`src/rtl/glitch_filter_pkg.sv`:
```
package glitch_filter_pkg;
  // strobes from the control to the datapath, one cycle wide
  typedef struct packed {
    logic bypass;   // length field zero: pass synchronized level through
    logic restart;  // input matches output: clear prescaler and tick count
    logic tick;     // prescaled tick while a mismatch is pending
    logic commit;   // last tick of the window: take the new level
  } filtStrobe_t;
endpackage

```
`src/rtl/glitch_filter_ctl.sv`:
```
module glitch_filter_ctl
  import glitch_filter_pkg::*;
#(
  parameter int LEN_W = 4,
  parameter int SCALE_W = 4,
  localparam int PRE_W = (1 << SCALE_W) - 1
) (
  input  logic [LEN_W-1:0]   lenField,
  input  logic [SCALE_W-1:0] scaleField,
  input  logic               mismatch,
  input  logic [PRE_W-1:0]   preCnt,
  input  logic [LEN_W-1:0]   tickCnt,
  output filtStrobe_t        strobe
);
  logic [PRE_W-1:0] tickMask;
  logic             lastTick;

  always_comb begin
    tickMask = {PRE_W{1'b1}} >> (PRE_W - int'(scaleField));
    lastTick = ({1'b0, tickCnt} + 1'b1) >= {1'b0, lenField};
    strobe.bypass  = (lenField == '0);
    strobe.restart = !mismatch || strobe.bypass;
    strobe.tick    = !strobe.restart && (preCnt >= tickMask);
    strobe.commit  = strobe.tick && lastTick;
  end
endmodule

```
`src/rtl/glitch_filter_dp.sv`:
```
module glitch_filter_dp
  import glitch_filter_pkg::*;
#(
  parameter int LEN_W = 4,
  parameter int SCALE_W = 4,
  parameter int SYNC_STAGES = 2,
  localparam int PRE_W = (1 << SCALE_W) - 1
) (
  input  logic             clk,
  input  logic             rstN,
  input  logic             padIn,
  input  filtStrobe_t      strobe,
  output logic             syncLvl,
  output logic             mismatch,
  output logic [PRE_W-1:0] preCnt,
  output logic [LEN_W-1:0] tickCnt,
  output logic             filtOut
);
  logic [SYNC_STAGES-1:0] syncChain;
  logic                   heldLvl;

  genvar g;
  generate
    for (g = 0; g < SYNC_STAGES; g++) begin : gSync
      if (g == 0) begin : gFirst
        always_ff @(posedge clk or negedge rstN)
          if (!rstN) syncChain[0] <= 1'b0;
          else       syncChain[0] <= padIn;
      end else begin : gNext
        always_ff @(posedge clk or negedge rstN)
          if (!rstN) syncChain[g] <= 1'b0;
          else       syncChain[g] <= syncChain[g-1];
      end
    end
  endgenerate

  assign syncLvl  = syncChain[SYNC_STAGES-1];
  assign mismatch = syncLvl != heldLvl;

  always_ff @(posedge clk or negedge rstN) begin
    if (!rstN) begin
      heldLvl <= 1'b0;
      preCnt  <= '0;
      tickCnt <= '0;
    end else begin
      if (strobe.bypass || strobe.commit) heldLvl <= syncLvl;
      if (strobe.restart || strobe.tick)  preCnt  <= '0;
      else                                preCnt  <= preCnt + 1'b1;
      if (strobe.restart || strobe.commit) tickCnt <= '0;
      else if (strobe.tick)                tickCnt <= tickCnt + 1'b1;
    end
  end

  assign filtOut = strobe.bypass ? syncLvl : heldLvl;
endmodule

```
`src/rtl/glitch_filter.sv`:
```
module glitch_filter
  import glitch_filter_pkg::*;
#(
  parameter int LEN_W = 4,
  parameter int SCALE_W = 4
) (
  input  logic               clk,
  input  logic               rstN,
  input  logic               padIn,
  input  logic [LEN_W-1:0]   lenField,
  input  logic [SCALE_W-1:0] scaleField,
  output logic               filtOut
);
  localparam int PRE_W = (1 << SCALE_W) - 1;

  filtStrobe_t      strobe;
  logic             syncLvl;
  logic             mismatch;
  logic [PRE_W-1:0] preCnt;
  logic [LEN_W-1:0] tickCnt;

  glitch_filter_ctl #(.LEN_W(LEN_W), .SCALE_W(SCALE_W)) uCtl (
    .lenField(lenField), .scaleField(scaleField), .mismatch(mismatch),
    .preCnt(preCnt), .tickCnt(tickCnt), .strobe(strobe)
  );

  glitch_filter_dp #(.LEN_W(LEN_W), .SCALE_W(SCALE_W), .SYNC_STAGES(2)) uDp (
    .clk(clk), .rstN(rstN), .padIn(padIn), .strobe(strobe),
    .syncLvl(syncLvl), .mismatch(mismatch), .preCnt(preCnt),
    .tickCnt(tickCnt), .filtOut(filtOut)
  );
endmodule

```
`config.mk`:
```
export PLATFORM = sky130hd
export DESIGN_NAME = glitch_filter
export DESIGN_NICKNAME = d
export VERILOG_FILES = /design/src/rtl/glitch_filter_pkg.sv /design/src/rtl/glitch_filter_ctl.sv /design/src/rtl/glitch_filter_dp.sv /design/src/rtl/glitch_filter.sv
export SDC_FILE = /design/constraint.sdc
export NUM_CORES = 1
export LEC_CHECK = 0
export BUFFER_PORTS_ARGS = -buffer_cell sky130_fd_sc_hd__buf_2
export CAP_MARGIN = 15
export CORE_ASPECT_RATIO = 0.75
export CORE_MARGIN = 2
export CORE_UTILIZATION = 33
export CTS_CLUSTER_SIZE = 24
export DETAILED_ROUTE_END_ITERATION = 8
export PLACE_DENSITY = 0.6
export SLEW_MARGIN = 20
export SYNTH_ARGS = -nofsm -noshare
export SYNTH_HDL_FRONTEND = slang
export SYNTH_HIERARCHICAL = 1
export SYNTH_SLANG_ARGS = --single-unit
```
`constraint.sdc`:
```
create_clock -name clk -period 3.5 [get_ports clk]
set_clock_uncertainty 0.15 [all_clocks]
set_input_delay 0.35 -clock clk [delete_from_list [all_inputs] [get_ports clk]]
set_output_delay 0.35 -clock clk [all_outputs]
set_load 0.01 [all_outputs]
```
==> results of run 1 <==
==> worst max-delay path, cell delays in order <==
cell                       delay [ns]
sky130_fd_sc_hd__buf_2           0.15
sky130_fd_sc_hd__or2_1           0.27
sky130_fd_sc_hd__or3_1           0.33
sky130_fd_sc_hd__ha_1            0.27
sky130_fd_sc_hd__nand2b_1        0.14
sky130_fd_sc_hd__a211o_1         0.28
sky130_fd_sc_hd__a211oi_1        0.30
sky130_fd_sc_hd__o22ai_2         0.21
sky130_fd_sc_hd__a21boi_2        0.24
sky130_fd_sc_hd__nor2_1          0.13
sky130_fd_sc_hd__mux2_2          0.33
==> cells by family after synthesis <==
group | count (synthesis) | share of synthesized area [%]
flops | 22 | 33.9
compound gates | 39 | 15.2
buf+inv | 15 | 3.46
fa+ha+maj | 22 | 16.9
mux | 5 | 3.23
xor+xnor | 9 | 4.85
simple gates | 64 | 22.4
==> per-stage QoR <==
step           hold WS (ns)  power (mW)  instances
3_3_place_gp          0.183       0.431        241
4_1_cts              0.0368       0.673        246
2_1_floorplan       -0.0956       0.392        176
3_5_place_dp          0.194       0.430        241
6_report             0.0434       0.664        246
5_1_grt              0.0302       0.704        246
==> cell type report <==
cell class,count,area [µm²]
Fill cell,471,3000
Timing Repair Buffer,12,65.1
Inverter,9,33.8
Sequential cell,22,551
Clock buffer,3,41.3
Clock inverter,1,30.0
Tap cell,60,75.1
Multi-Input combinational cell,139,1020
==> power by group <==
| part | leakage, nW | internal, mW | switching, mW |
|---|---|---|---|
| Sequential | 0.299 | 0.270 | 0.0283 |
| Clock | 0.0357 | 0.153 | 0.0848 |
| Combinational | 0.480 | 0.0549 | 0.0735 |
| Total | 0.814 | 0.477 | 0.187 |
==> layout by cell type (no fill, tap or decap), types with 2 or more instances in the layout <==
cell / instances
sky130_fd_sc_hd__buf_2: 11
sky130_fd_sc_hd__nor3_1: 6
sky130_fd_sc_hd__inv_1: 9
sky130_fd_sc_hd__clkbuf_8: 3
sky130_fd_sc_hd__nand2_1: 11
sky130_fd_sc_hd__a21oi_1: 14
sky130_fd_sc_hd__a211oi_1: 3
sky130_fd_sc_hd__dfrtp_1: 22
sky130_fd_sc_hd__xor2_1: 5
sky130_fd_sc_hd__o21ai_0: 7
sky130_fd_sc_hd__nand3_1: 7
sky130_fd_sc_hd__or4_1: 5
sky130_fd_sc_hd__o31ai_1: 4
sky130_fd_sc_hd__nand4_1: 6
sky130_fd_sc_hd__mux2i_1: 3
sky130_fd_sc_hd__nand2b_1: 2
sky130_fd_sc_hd__xnor2_1: 4
sky130_fd_sc_hd__nor4_1: 3
sky130_fd_sc_hd__o21a_1: 2
sky130_fd_sc_hd__ha_1: 22
sky130_fd_sc_hd__or3_1: 6
sky130_fd_sc_hd__a31oi_1: 2
sky130_fd_sc_hd__nor2_1: 11
sky130_fd_sc_hd__mux2_2: 2
==> state kept, by name (all words and copies together), names as in the netlist <==
| name | flops |
|---|---|
| uDp/preCnt | 15 |
| uDp/heldLvl | 1 |
| uDp/syncLvl | 1 |
| uDp/tickCnt | 4 |
| uDp/syncChain | 1 |
==> synthesized netlist by cell type (all sizes together) <==
library cell,count,area [µm²]
nor2b,1,6.26
mux2i,3,30.0
nor3,6,30.0
or2,2,12.5
nand2,11,41.3
mux2,2,22.5
a211oi,3,22.5
clkbuf,6,22.5
nand4,8,71.3
a31oi,2,12.5
ha,22,275
dfrtp,22,551
inv,9,33.8
nor2,11,41.3
nand3,7,35.0
o31ai,4,30.0
a21o,1,7.51
o21ai,8,40.0
a21boi,1,11.3
or4,5,37.5
a21oi,14,70.1
nand2b,3,26.3
o41ai,1,8.76
xnor2,4,35.0
o21a,2,15.0
o311ai,1,8.76
and2,1,6.26
a211o,1,8.76
o22ai,1,12.5
or3,6,37.5
xor2,5,43.8
nor4,3,18.8
==> layer usage <==
metal	vias to the layer above	global-route usage, %
li1	673	-
met3	2	1.66
met4	0	2.38
met1	578	20.4
met5	-	0
met2	23	17.6
==> path summary, 6_finish.rpt <==
| path | from | to | slack [ns] |
|---|---|---|---|
| min reg2reg | uDp/syncChain[0]$_DFF_PN0_ | uDp/syncLvl$_DFF_PN0_ | 0.21 |
| min | padIn | uDp/syncChain[0]$_DFF_PN0_ | 0.04 |
| min in group asynchronous | rstN | uDp/preCnt[0]$_DFF_PN0_ | 0.43 |
| max in group asynchronous | rstN | uDp/tickCnt[0]$_DFFE_PN0P_ | 2.43 |
| max | scaleField[1] | uDp/heldLvl$_DFFE_PN0P_ | 0.51 |
| max reg2reg | uDp/preCnt[0]$_DFF_PN0_ | uDp/heldLvl$_DFFE_PN0P_ | 0.78 |
==> results_tabular.tex, run 1 <==
\begin{tabular}{lr}
\hline
Metric & Value \\
\hline
\multicolumn{2}{l}{\textbf{Logic synthesis}} \\
\quad Number of standard cells after synthesis & 176 \\
\quad Mean area per synthesized cell & 9.23 µm² \\
\quad Post-Syn Nets & between 200 and 250 \\
\quad Number of distinct library cell variants in the gate-level netlist after synthesis & 37 \\
\quad Number of synthesized register bits & 22 \\
\quad Syn. warnings & 6 \\
\quad Synthesized area & about 1600 µm² \\
\quad Portion of the post-synthesis area used by sequential elements & 33.9\% \\
\multicolumn{2}{l}{\textbf{Setup path}} \\
\quad Worst reg2reg path depth & 9 \\
\quad Critical path capture point type & flip-flop \\
\quad Worst Path Max Fanout & 10 \\
\quad Arrival time reported for the critical path endpoint & 2.99 ns \\
\quad Required time reported for the critical path endpoint & 3.50 ns \\
\quad Startpoint class of the critical path & primary input \\
\quad Setup Crit Path Kind & in2reg \\
\multicolumn{2}{l}{\textbf{Clock tree}} \\
\quad Clock transition at path regs & about 0.08 ns \\
\quad Clk buf depth & 2 \\
\quad Number of buffers created by CTS & 3 \\
\quad Clock root buffer master & sky130\_fd\_sc\_hd\_\_clkbuf\_8 \\
\quad Worst skew pair latency & 0.26 ns \\
\quad Level count of the clock H-tree & 1 \\
\quad Number of buffers added to fix hold violations after cts & 1 \\
\quad Setup bufs post-CTS & 0 \\
\quad TritonCTS clock tree & done \\
\quad Total clock sinks & 22 \\
\quad Number of instances resized during post-cts repair & 0 \\
\multicolumn{2}{l}{\textbf{Place}} \\
\quad DPL Wire Length & 2410 µm \\
\quad Standard cell area after detailed placement & approximately 1700 µm² \\
\quad Routability Congestion & $\sim$0.85 \\
\quad Count of port buffers added during placement & 11 \\
\quad Worst setup slack before clock tree synthesis & between 0.2 and 0.25 ns \\
\multicolumn{2}{l}{\textbf{Route}} \\
\quad DRC marker count from the first detailed-route iteration & 90 \\
\quad Total detailed-routing wirelength & 3320 µm \\
\quad Met2 WL & 1290 µm \\
\quad Met1 Wirelength & 1880 µm \\
\quad Highest routed layer & met4 \\
\quad TritonRoute pass-1 iters & 4 \\
\quad Wire length on met3 & 126 µm \\
\quad Average routed wire per standard cell & between 10 and 15 µm \\
\quad Antenna violation net count after detailed routing & 0 \\
\quad Number of vias in the routed layout & between 1k and 1.5k \\
\quad Vias per cell & 5.19 \\
\quad DRC violation count after routing & 0 \\
\multicolumn{2}{l}{\textbf{Global routing}} \\
\quad Global routing usage summed across all routing layers & 12.6\% \\
\quad Via count of the first global-routing pass & around 1.2k \\
\quad Maximum number of pins on one net before global-route repair & 23 \\
\quad Antenna violations before repair & 0 \\
\quad Global-route wire length before repair & 5730 µm \\
\quad Overflow after GRT & 0 \\
\multicolumn{2}{l}{\textbf{STA}} \\
\quad Transition at the pin with the smallest max-transition slack & 0.504 ns \\
\quad Number of setup violations in the final report & 0 \\
\quad Worst-case setup margin in the final layout & 0.507 ns \\
\quad Hold Vio Cnt, Final & 0 \\
\quad Share of the clock period used by the worst path after layout & 85.5\% \\
\quad Setup TNS & 0 ns \\
\quad Final Max Slew Viols & 0 \\
\quad Minimum clock period & 2.99 ns \\
\quad Max Clock Freq & 334 MHz \\
\quad Headroom to the max-slew limit & about two thirds \\
\quad Setup repair after global routing missed its margin & false \\
\multicolumn{2}{l}{\textbf{Floorplan}} \\
\quad I/O pin total & 12 \\
\quad Floorplan Core Area & 4820 µm² \\
\quad Starting density of the core & 33.7\% \\
\quad DIE WIDTH & roughly 85 µm \\
\quad Standard-cell rows & 22 \\
\quad Total Die Area & 5510 µm² \\
\quad Chip Height & about 65 µm \\
\multicolumn{2}{l}{\textbf{Finish}} \\
\quad Post-route cell area & 1810 µm² \\
\quad Antenna diode count & 0 \\
\quad Area growth syn-to-layout & 11.6\% \\
\quad Layout cell share with drive strength beyond 1 & 12.4\% \\
\quad Total number of nets in the final design & 220 \\
\quad Core occupancy in the finished layout & 37.7\% \\
\multicolumn{2}{l}{\textbf{Pwr}} \\
\quad Power density over cell area & 366 nW/µm² \\
\quad Leakage component of the power & 0.814 nW \\
\quad Maximum vdd drop & 0.145 mV \\
\multicolumn{2}{l}{\textbf{Status}} \\
\quad Run status & finished clean \\
\multicolumn{2}{l}{\textbf{Hold path}} \\
\quad Hold crit path type & in2reg \\
\quad Number of cells on the worst hold path & 1 \\
\multicolumn{2}{l}{\textbf{Job}} \\
\quad Number of max-cap violations & 0 \\
\hline
\end{tabular}
No activity file was read; power rests on OpenSTA's default activity.
==> run 2, diff against run 1 <==
--- a/config.mk
+++ b/config.mk
@@ -13,6 +13,7 @@
 export CTS_CLUSTER_SIZE = 24
 export DETAILED_ROUTE_END_ITERATION = 8
 export PLACE_DENSITY = 0.6
+export RECOVER_POWER = 50
 export SLEW_MARGIN = 20
 export SYNTH_ARGS = -nofsm -noshare
 export SYNTH_HDL_FRONTEND = slang
==> run 2 against run 1 <==
Effect of this change: via count decreased by 0.16%; critical path type unchanged; largest cell class unchanged; highest routed layer unchanged; sequential share of layout area hardly changed; routed wire length is 0.18% higher; worst setup slack improved by 0.0018 ns.
==> results_tabular.tex, run 2 (synthesis gave the netlist of run 1 again) <==
\begin{tabular}{lr}
\hline
Metric & Value \\
\hline
\multicolumn{2}{l}{\textbf{Status}} \\
\quad Run status & finished clean \\
\multicolumn{2}{l}{\textbf{Clock tree}} \\
\quad Worst skew pair latency & 0.26 ns \\
\quad Level count of the clock H-tree & 1 \\
\quad Number of buffers created by CTS & 3 \\
\quad Clock root buffer master & sky130\_fd\_sc\_hd\_\_clkbuf\_8 \\
\quad Total clock sinks & 22 \\
\quad TritonCTS clock tree & done \\
\quad Clock transition at path regs & 0.08 ns \\
\quad Clk buf depth & 2 \\
\multicolumn{2}{l}{\textbf{Pwr}} \\
\quad Leakage component of the power & between 0.8 and 0.9 nW \\
\quad Power density over cell area & about 370 nW/µm² \\
\quad Maximum vdd drop & 0.145 mV \\
\multicolumn{2}{l}{\textbf{Route}} \\
\quad Average routed wire per standard cell & 13.5 µm \\
\quad DRC violation count after routing & 0 \\
\quad DRC marker count from the first detailed-route iteration & 90 \\
\quad Number of vias in the routed layout & 1274 \\
\quad Antenna violation net count after detailed routing & 0 \\
\quad Total detailed-routing wirelength & 3330 µm \\
\quad TritonRoute pass-1 iters & 4 \\
\quad Vias per cell & 5.18 \\
\multicolumn{2}{l}{\textbf{Finish}} \\
\quad Multi-input combinational cell area & 1020 µm² \\
\quad Largest register FFs & 15 \\
\quad Area growth syn-to-layout & 11.5\% \\
\quad Largest register by flop count & uDp/preCnt \\
\quad Filler Cell Count & 472 \\
\quad Antenna diode count & 0 \\
\quad Largest regs & uDp/preCnt (15), uDp/tickCnt (4) \\
\quad Footprint of the flip-flops and latches & 551 µm² \\
\quad Layout cell share with drive strength beyond 1 & between 10\% and 20\% \\
\quad Total number of nets in the final design & 220 \\
\quad Core occupancy in the finished layout & 37.6\% \\
\quad Leading cell types in the layout, fill and taps excluded & sky130\_fd\_sc\_hd\_\_ha\_1 (22), sky130\_fd\_sc\_hd\_\_dfrtp\_1 (22), sky130\_fd\_sc\_hd\_\_a21oi\_1 (14), sky130\_fd\_sc\_hd\_\_nor2\_1 (11), sky130\_fd\_sc\_hd\_\_nand2\_1 (11) \\
\multicolumn{2}{l}{\textbf{Floorplan}} \\
\quad DIE WIDTH & 85.0 µm \\
\quad Total Die Area & 5510 µm² \\
\quad Starting density of the core & approximately 34\% \\
\quad Chip Height & 64.8 µm \\
\quad I/O pin total & 12 \\
\quad Standard-cell rows & 22 \\
\quad Floorplan Core Area & 4820 µm² \\
\multicolumn{2}{l}{\textbf{Place}} \\
\quad DPL Wire Length & 2410 µm \\
\quad Count of port buffers added during placement & 11 \\
\quad Routability Congestion & 0.849 \\
\multicolumn{2}{l}{\textbf{Setup path}} \\
\quad Required time reported for the critical path endpoint & 3.50 ns \\
\quad Startpoint class of the critical path & primary input \\
\quad Arrival time reported for the critical path endpoint & 2.99 ns \\
\quad Setup Crit Path Kind & in2reg \\
\quad Critical path capture point type & flip-flop \\
\quad Worst Path Max Fanout & 10 \\
\multicolumn{2}{l}{\textbf{STA}} \\
\quad Share of the clock period used by the worst path after layout & 85.5\% \\
\quad Final Max Slew Viols & 0 \\
\quad Setup repair after global routing missed its margin & false \\
\quad Minimum clock period & 2.99 ns \\
\quad Headroom to the max-slew limit & a little under a fifth \\
\quad Transition at the pin with the smallest max-transition slack & 1.22 ns \\
\quad Setup TNS & 0 ns \\
\quad Number of setup violations in the final report & 0 \\
\quad Hold Vio Cnt, Final & 0 \\
\quad Max Clock Freq & 334 MHz \\
\multicolumn{2}{l}{\textbf{Hold path}} \\
\quad Hold crit path type & in2reg \\
\multicolumn{2}{l}{\textbf{Global routing}} \\
\quad Antenna violations before repair & 0 \\
\quad Global routing usage summed across all routing layers & about 13\% \\
\quad Maximum number of pins on one net before global-route repair & 23 \\
\quad Via count of the first global-routing pass & 1209 \\
\quad Overflow after GRT & 0 \\
\quad Global-route wire length before repair & roughly 5700 µm \\
\multicolumn{2}{l}{\textbf{Job}} \\
\quad Number of max-cap violations & 0 \\
\hline
\end{tabular}
run 2: cell count changes in the layout (fill, tap and decap cells not counted), sizes merged:
cell	delta
buf	-1
clkbuf	+1
run 2: final timing paths:
check                                           start                    endpoint  slack [ns]  depth (start not counted)
max                                     scaleField[1]     uDp/heldLvl$_DFFE_PN0P_        0.51                         11
min                                             padIn  uDp/syncChain[0]$_DFF_PN0_        0.04                          1
max reg2reg                   uDp/preCnt[0]$_DFF_PN0_     uDp/heldLvl$_DFFE_PN0P_        0.77                          9
min reg2reg                uDp/syncChain[0]$_DFF_PN0_       uDp/syncLvl$_DFF_PN0_        0.21                          0
max in group asynchronous                        rstN  uDp/tickCnt[0]$_DFFE_PN0P_        1.77                          2
min in group asynchronous                        rstN     uDp/preCnt[2]$_DFF_PN0_        0.71                          2
run 2: layout make-up:
cell class,instances,area share [%]
multi-input cells,139,56.2
repair buffers,12,3.52
flip-flops and latches,22,30.4
well taps,60,4.14
inverters,9,1.86
clock buffers,3,2.28
clock inverters,1,1.66
run 2: what timing repair did:
action | CTS | global route
resized for setup | 0 | 0
hold buffers | 1 | 0
hold endpoints to repair | 22 | 0
setup buffers | 0 | 0
run 2: per-stage QoR:
stage	instances	power, mW	worst slack, ns	hold slack, ns	area, µm²
final	246	0.664	0.509	0.0434	1810
after global routing	246	0.703	0.358	0.0302	1810
after CTS	246	0.673	0.499	0.0368	1810
after detailed placement	241	0.430	0.213	0.194	1730
after global placement	241	0.431	0.262	0.183	1730
after floorplan	176	0.392	0.399	-0.0956	1630
run 2: power breakdown:
part           total, mW  switching (mW)  internal (mW)
logic              0.128          0.0734         0.0548
clock network      0.237          0.0848          0.153
registers          0.298          0.0285          0.270
run 2: critical path, cell delays in order:
cell and delay [ns]:
sky130_fd_sc_hd__buf_2 0.15, sky130_fd_sc_hd__or2_1 0.27, sky130_fd_sc_hd__or3_1 0.33, sky130_fd_sc_hd__ha_1 0.27
sky130_fd_sc_hd__nand2b_1 0.14, sky130_fd_sc_hd__a211o_1 0.28, sky130_fd_sc_hd__a211oi_1 0.30, sky130_fd_sc_hd__o22ai_2 0.21
sky130_fd_sc_hd__a21boi_2 0.24, sky130_fd_sc_hd__nor2_1 0.13, sky130_fd_sc_hd__mux2_2 0.33
run 2: per-layer routing:
metal | GRT usage (%) | wire length (µm) | share of wire (%)
met2 | 17.6 | 1290 | 39
met1 | 20.4 | 1890 | 57
met4 | 2.38 | 22 | 0.66
met5 | 0 | 0 | 0
met3 | 1.66 | 126 | 3.8
